==> src/rtl/trsw_pkg.sv <==
package trsw_pkg;
   typedef enum logic {
      ST_RX = 1'b0,
      ST_TX = 1'b1
   } trsw_state_e;

   function automatic logic [31:0] trsw_clog2_min1(input int unsigned v);
      int unsigned r;
      r = 0;
      while ((32'd1 << r) < v) r++;
      return (r == 0) ? 32'd1 : r;
   endfunction
endpackage

==> src/rtl/trsw_edge_delay.sv <==
module trsw_edge_delay
   import trsw_pkg::*;
#(
   parameter int DLY_W = 8
) (
   input  logic             clk,
   input  logic             rst_n,
   input  logic             busy_i,
   input  logic [DLY_W-1:0] rise_dly_i,
   input  logic [DLY_W-1:0] fall_dly_i,
   output trsw_state_e      state_o
);
   trsw_state_e      state_q;
   trsw_state_e      want;
   logic [DLY_W-1:0] cnt_q;
   logic [DLY_W-1:0] target;

   initial begin
      assert (DLY_W >= 1 && DLY_W <= 31)
         else $error("trsw_edge_delay: DLY_W out of range");
   end

   assign want   = busy_i ? ST_TX : ST_RX;
   assign target = (state_q == ST_TX) ? fall_dly_i : rise_dly_i;

   // Counts edges since the mismatch began; compare with >= so that a
   // delay lowered mid-count still ends the wait at once.
   always_ff @(posedge clk) begin
      if (!rst_n) begin
         state_q <= ST_RX;
         cnt_q   <= '0;
      end else if (want == state_q) begin
         cnt_q   <= '0;
      end else if (cnt_q >= target) begin
         state_q <= want;
         cnt_q   <= '0;
      end else begin
         cnt_q   <= cnt_q + 1'b1;
      end
   end

   assign state_o = state_q;

   p_hold_on_match_r8: assert property (@(posedge clk) disable iff (!rst_n)
      (busy_i == state_q) |=> (state_q == $past(state_q)));

   p_zero_rise_r7: assert property (@(posedge clk) disable iff (!rst_n)
      (state_q == ST_RX && busy_i && rise_dly_i == '0) |=> (state_q == ST_TX));

   p_zero_fall_r7: assert property (@(posedge clk) disable iff (!rst_n)
      (state_q == ST_TX && !busy_i && fall_dly_i == '0) |=> (state_q == ST_RX));

   p_rise_wait_r5: assert property (@(posedge clk) disable iff (!rst_n)
      (state_q == ST_RX && busy_i && cnt_q < rise_dly_i) |=> (state_q == ST_RX));

   p_fall_wait_r6: assert property (@(posedge clk) disable iff (!rst_n)
      (state_q == ST_TX && !busy_i && cnt_q < fall_dly_i) |=> (state_q == ST_TX));

   p_idle_count_r1: assert property (@(posedge clk) disable iff (!rst_n)
      (busy_i == state_q) |=> (cnt_q == '0));
endmodule

==> src/rtl/trsw_bank_sel.sv <==
module trsw_bank_sel
   import trsw_pkg::*;
#(
   parameter int W = 16
) (
   input  logic        en_i,
   input  trsw_state_e state_i,
   input  logic [W-1:0] mask_i,
   input  logic [W-1:0] txval_i,
   input  logic [W-1:0] rxval_i,
   input  logic [W-1:0] ioval_i,
   output logic [W-1:0] pin_o
);
   logic [W-1:0] pattern;
   logic [W-1:0] eff_mask;

   initial begin
      assert (W >= 1) else $error("trsw_bank_sel: W must be positive");
   end

   always_comb begin
      pattern  = (state_i == ST_TX) ? txval_i : rxval_i;
      eff_mask = en_i ? mask_i : '0;
      pin_o    = (pattern & eff_mask) | (ioval_i & ~eff_mask);
   end
endmodule

==> src/rtl/trsw_out_stage.sv <==
module trsw_out_stage #(
   parameter int WIDTH   = 64,
   parameter bit OUT_REG = 1'b0
) (
   input  logic             clk,
   input  logic             rst_n,
   input  logic [WIDTH-1:0] d_i,
   output logic [WIDTH-1:0] q_o
);
   generate
      if (OUT_REG) begin : g_reg
         logic [WIDTH-1:0] q_q;
         always_ff @(posedge clk) begin
            if (!rst_n) q_q <= '0;
            else        q_q <= d_i;
         end
         assign q_o = q_q;
      end else begin : g_pass
         logic unused_clk;
         assign unused_clk = clk ^ rst_n;
         assign q_o = d_i;
      end
   endgenerate
endmodule

==> src/rtl/trsw_pin_switch.sv <==
module trsw_pin_switch
   import trsw_pkg::*;
#(
   parameter int NBANK   = 4,
   parameter int BANK_W  = 16,
   parameter int DLY_W   = 8,
   parameter bit OUT_REG = 1'b0
) (
   input  logic                    clk,
   input  logic                    rst_n,
   input  logic                    auto_en_i,
   input  logic                    fifo_has_data_i,
   input  logic [DLY_W-1:0]        rise_dly_i,
   input  logic [DLY_W-1:0]        fall_dly_i,
   input  logic [NBANK*BANK_W-1:0] mask_i,
   input  logic [NBANK*BANK_W-1:0] txval_i,
   input  logic [NBANK*BANK_W-1:0] rxval_i,
   input  logic [NBANK*BANK_W-1:0] ioval_i,
   output logic [NBANK*BANK_W-1:0] pins_o,
   output logic                    tx_state_o
);
   localparam int TOT_W  = NBANK * BANK_W;
   localparam int BANK_IW = trsw_clog2_min1(NBANK);

   trsw_state_e      state;
   logic [TOT_W-1:0] pins_comb;

   initial begin
      assert (NBANK >= 1 && NBANK <= 64)
         else $error("trsw_pin_switch: NBANK out of range");
      assert (BANK_W >= 1 && BANK_IW >= 1)
         else $error("trsw_pin_switch: BANK_W must be positive");
   end

   trsw_edge_delay #(.DLY_W(DLY_W)) u_dly (
      .clk        (clk),
      .rst_n      (rst_n),
      .busy_i     (fifo_has_data_i),
      .rise_dly_i (rise_dly_i),
      .fall_dly_i (fall_dly_i),
      .state_o    (state)
   );

   generate
      for (genvar b = 0; b < NBANK; b++) begin : g_bank
         trsw_bank_sel #(.W(BANK_W)) u_sel (
            .en_i    (auto_en_i),
            .state_i (state),
            .mask_i  (mask_i [b*BANK_W +: BANK_W]),
            .txval_i (txval_i[b*BANK_W +: BANK_W]),
            .rxval_i (rxval_i[b*BANK_W +: BANK_W]),
            .ioval_i (ioval_i[b*BANK_W +: BANK_W]),
            .pin_o   (pins_comb[b*BANK_W +: BANK_W])
         );

         if (!OUT_REG) begin : g_chk
            p_unmasked_r2: assert property (@(posedge clk) disable iff (!rst_n)
               ((pins_o[b*BANK_W +: BANK_W] ^ ioval_i[b*BANK_W +: BANK_W])
                 & ~mask_i[b*BANK_W +: BANK_W]) == '0);
            p_tx_pattern_r3: assert property (@(posedge clk) disable iff (!rst_n)
               (auto_en_i && tx_state_o) |->
               (((pins_o[b*BANK_W +: BANK_W] ^ txval_i[b*BANK_W +: BANK_W])
                 & mask_i[b*BANK_W +: BANK_W]) == '0));
         end
      end
   endgenerate

   trsw_out_stage #(.WIDTH(TOT_W), .OUT_REG(OUT_REG)) u_out (
      .clk   (clk),
      .rst_n (rst_n),
      .d_i   (pins_comb),
      .q_o   (pins_o)
   );

   assign tx_state_o = (state == ST_TX);

   generate
      if (!OUT_REG) begin : g_top_chk
         p_disabled_io_r9: assert property (@(posedge clk) disable iff (!rst_n)
            !auto_en_i |-> (pins_o == ioval_i));
      end
   endgenerate

   p_reset_rx_r1: assert property (@(posedge clk)
      !rst_n |=> !tx_state_o);
endmodule

==> config.mk <==
export PLATFORM = sky130hd
export DESIGN_NAME = trsw_pin_switch
export DESIGN_NICKNAME = d
export VERILOG_FILES = /design/src/rtl/trsw_pkg.sv /design/src/rtl/trsw_edge_delay.sv /design/src/rtl/trsw_bank_sel.sv /design/src/rtl/trsw_out_stage.sv /design/src/rtl/trsw_pin_switch.sv
export SDC_FILE = /design/constraint.sdc
export NUM_CORES = 1
export LEC_CHECK = 0
export BUFFER_PORTS_ARGS = -buffer_cell sky130_fd_sc_hd__buf_2
export CORE_AREA = 3 3 133 135
export DETAILED_ROUTE_END_ITERATION = 7
export DIE_AREA = 0 0 136 138
export PLACE_DENSITY_LB_ADDON = 0.08
export SLEW_MARGIN = 20
export SYNTH_ARGS = -nofsm -noshare
export SYNTH_HDL_FRONTEND = slang
export SYNTH_SLANG_ARGS = --single-unit
==> constraint.sdc <==
create_clock -name clk -period 1.9 [get_ports clk]
set_input_delay 0.19 -clock clk [delete_from_list [all_inputs] [get_ports clk]]
set_output_delay 0.19 -clock clk [all_outputs]
set_load 0.05 [all_outputs]
==> flow_summary.toml <==
[run_status]
status = "finished with violations"
violations = "setup timing"

[synthesis]
synth_area_leaders = "mux2i_1 (34%), a31oi_1 (19%), a21oi_1 (15%), dfxtp_1 (8.5%), ha_1 (5.3%)"
syn_area_um2 = 2120
yosysTopAreaCellShare_pct = 34.0
yosysTopAreaCell = "mux2i_1"
ys_types = 25
synth_common_cells = "mux2i_1 (72), a21oi_1 (64), a31oi_1 (64)"
synth_nets = 561
post-synth-top-count-cell = "mux2i_1"
async_reset_ff_share_pct = 0
synth-edff-count = 0
synth_ff_type = "dfxtp_1"
postSynthAreaPerCell_um2 = 7.67
yosysSeqAreaShare_pct = 8.51
synth-seq-cells = 9
syn-instance-count = 276
synth.yosys.warnings = 0

[route]
drt_iter0_markers = 110
viasPerCell = 4.25
wirelength_mm = 14.1
drc = 0
drt-pass1-iter-count = 4
vias = 3548
ant_nets = 0
wl_per_cell_um = 16.9

[placed_design]
dp_hpwl_mm = 12.4
portBuffers = 340
dp_slack_ns = -0.0393
gp_congestion = 0.811

[power]
ir_drop_mv = 0.245
power.density_nw_per_um2 = 379
p_leak_nw = 2.10
total_power_mw = 1.81

[worst_hold_path]
hold_depth = 3
holdCritPathClass = "in -> reg"
hp-start = "fifo_has_data_i"
holdPathEnd = "u_dly.state_o$_SDFFE_PN0P_"

[floorplanning]
coreArea_um2 = 16600
dieArea_um2 = 18800
fp.dieW_um = 136
rows = 47
start_util_pct = 12.8
io_pins = 341
fp.dieH_um = 138

[worst_setup_path]
required_ns = 1.71
worstPathMaxFanout = 32
r2r_cells = 8
r2r_start = "u_dly.state_o$_SDFFE_PN0P_"
arrival_ns = 1.73
start_kind = "flop"
critPathLaunch = "u_dly.state_o$_SDFFE_PN0P_"
rrSetupSlack_ns = 0.02
r2r-end = "u_dly.state_o$_SDFFE_PN0P_"
cp-end-kind = "output port"
criticalPathCategory = "reg -> out"

[layout]
syn2layout_area_growth_pct = 125
final_layout_size_suffix_gt1_share_pct = 70.7
diodes = 0
final_nets = 900

[sta]
drv_slew = 0
max_freq_mhz = 522
fin_crit_sh_pct = 101
relSlewSlack_pct = 78.2
setup_violations = 1
worst_slack_ns = -0.0161
fin_crit_ns = 1.92
rsz0062_at_grt = "true"
worst-slew-pin-transition_ns = 0.328
whs_ns = 0.218
hold_viol = 0
skew_ns = 0.00425
final.setup.tns_ns = -0.0161

[cts]
cts_root_buf = "clkbuf_16"
clkLatencyLatePin_ns = 0.23
clk_path_buf_depth = 2
cts.clk_slew.worst_paths_ns = 0.04
clock_sinks = 9
htree_levels = 1
cts_tree = "built"
cts-buffers-inserted = 3
postCtsHoldBufs = 0

[flow_run]
cap_violations = 0

[global_routing]
grtUsageTotal_pct = 13.2
first_global_vias = 3396
antenna_found_initial = 0
overflow = 0
grt_max_degree = 49
grt_pass1_wl_mm = 19.7
[through the flow]
| step | std cells | area (µm²) | utilization, % |
|---|---|---|---|
| 6_report | 834 | 4760 | 28.7 |
| 5_1_grt | 834 | 4760 | 28.7 |
| 4_1_cts | 830 | 4610 | 27.8 |
| 3_5_place_dp | 825 | 4510 | 27.2 |
| 3_3_place_gp | 825 | 4510 | 27.2 |
| 2_1_floorplan | 276 | 2520 | - |
[what timing repair did]
action	in CTS	in global routing
setup endpoints to repair	11	12
pin swaps	1	5
buffers inserted	1	4
resized for setup	2	43
[power by group]
group | internal [mW] | leakage (nW) | switching, mW
clock network | 0.280 | 0.0382 | 0.0911
logic | 0.477 | 1.99 | 0.762
registers | 0.191 | 0.0736 | 0.00385
total | 0.949 | 2.10 | 0.857
[worst max-delay path, stage by stage, from the launching register on]
cell	delay, ns
dfxtp_4	0.40
buf_8	0.15
buf_12	0.24
mux2i_1	0.32
a31oi_2	0.11
buf_2	0.22
[how the worst max path moves through the flow]
stage               slack [ns]  depth (start not counted)                         end
floorplan                -0.10                          8  u_dly.state_o$_SDFFE_PN0P_
global route             -0.07                          7   u_dly.cnt_q[0]$_SDFF_PP0_
finish                   -0.02                          5                  pins_o[34]
detailed placement       -0.04                          6   u_dly.cnt_q[1]$_SDFF_PP0_
CTS                     -0.006                          6   u_dly.cnt_q[1]$_SDFF_PP0_
global placement         0.007                          6   u_dly.cnt_q[2]$_SDFF_PP0_
[per-layer routing]
metal  track usage (%)  vias to the layer above  routed length (µm)
met4              1.96                        0                 163
met1              14.6                     1588                5180
met2              26.3                      151                7700
met3              2.18                       14                1040
met5                 0                        -                   0
li1                  -                     1795                   -
[cells by family (layout without fill, tap and decap cells)]
group	Yosys count	after routing	share of synthesized area [%]
AO/OA/AOI/OAI	135	135	38.8
XOR/XNOR	7	7	2.90
adder cells (fa/ha/maj)	9	9	5.32
buffers and inverters	24	362	5.61
flip-flops	9	9	8.51
multiplexers	73	73	34.6
AND/OR/NAND/NOR	19	19	4.26
[cell usage in the layout, fill, tap and decap left out, types with 2 or more instances in the layout]
master     synthesis  layout
dfxtp_1            9       8
clkbuf_16          0       3
mux2i_1           72      67
and3_1             2       2
a21oi_1           64      64
buf_4              7      15
a31oi_2            1      61
ha_1               9       8
mux2i_2            0       5
nand2_1            2       2
nor2_1             8       8
inv_1              2       2
buf_12             0       3
nand3_1            5       5
buf_2              2     308
a31oi_1           64       3
clkbuf_4           0      28
xor2_1             6       6
[cell type report]
type	instances	area [µm²]
fill	1865	11800
multi-input combinational	243	2250
timing repair buffer	356	1970
tap	220	275
sequential	9	184
clock buffer	4	78.8
inverter	2	7.51
[registers in the layout (all words and copies together) (netlist names)]
signal,cells
u_dly.cnt_q,8
u_dly.state_o,1
Power figures use the tool's default switching activity.
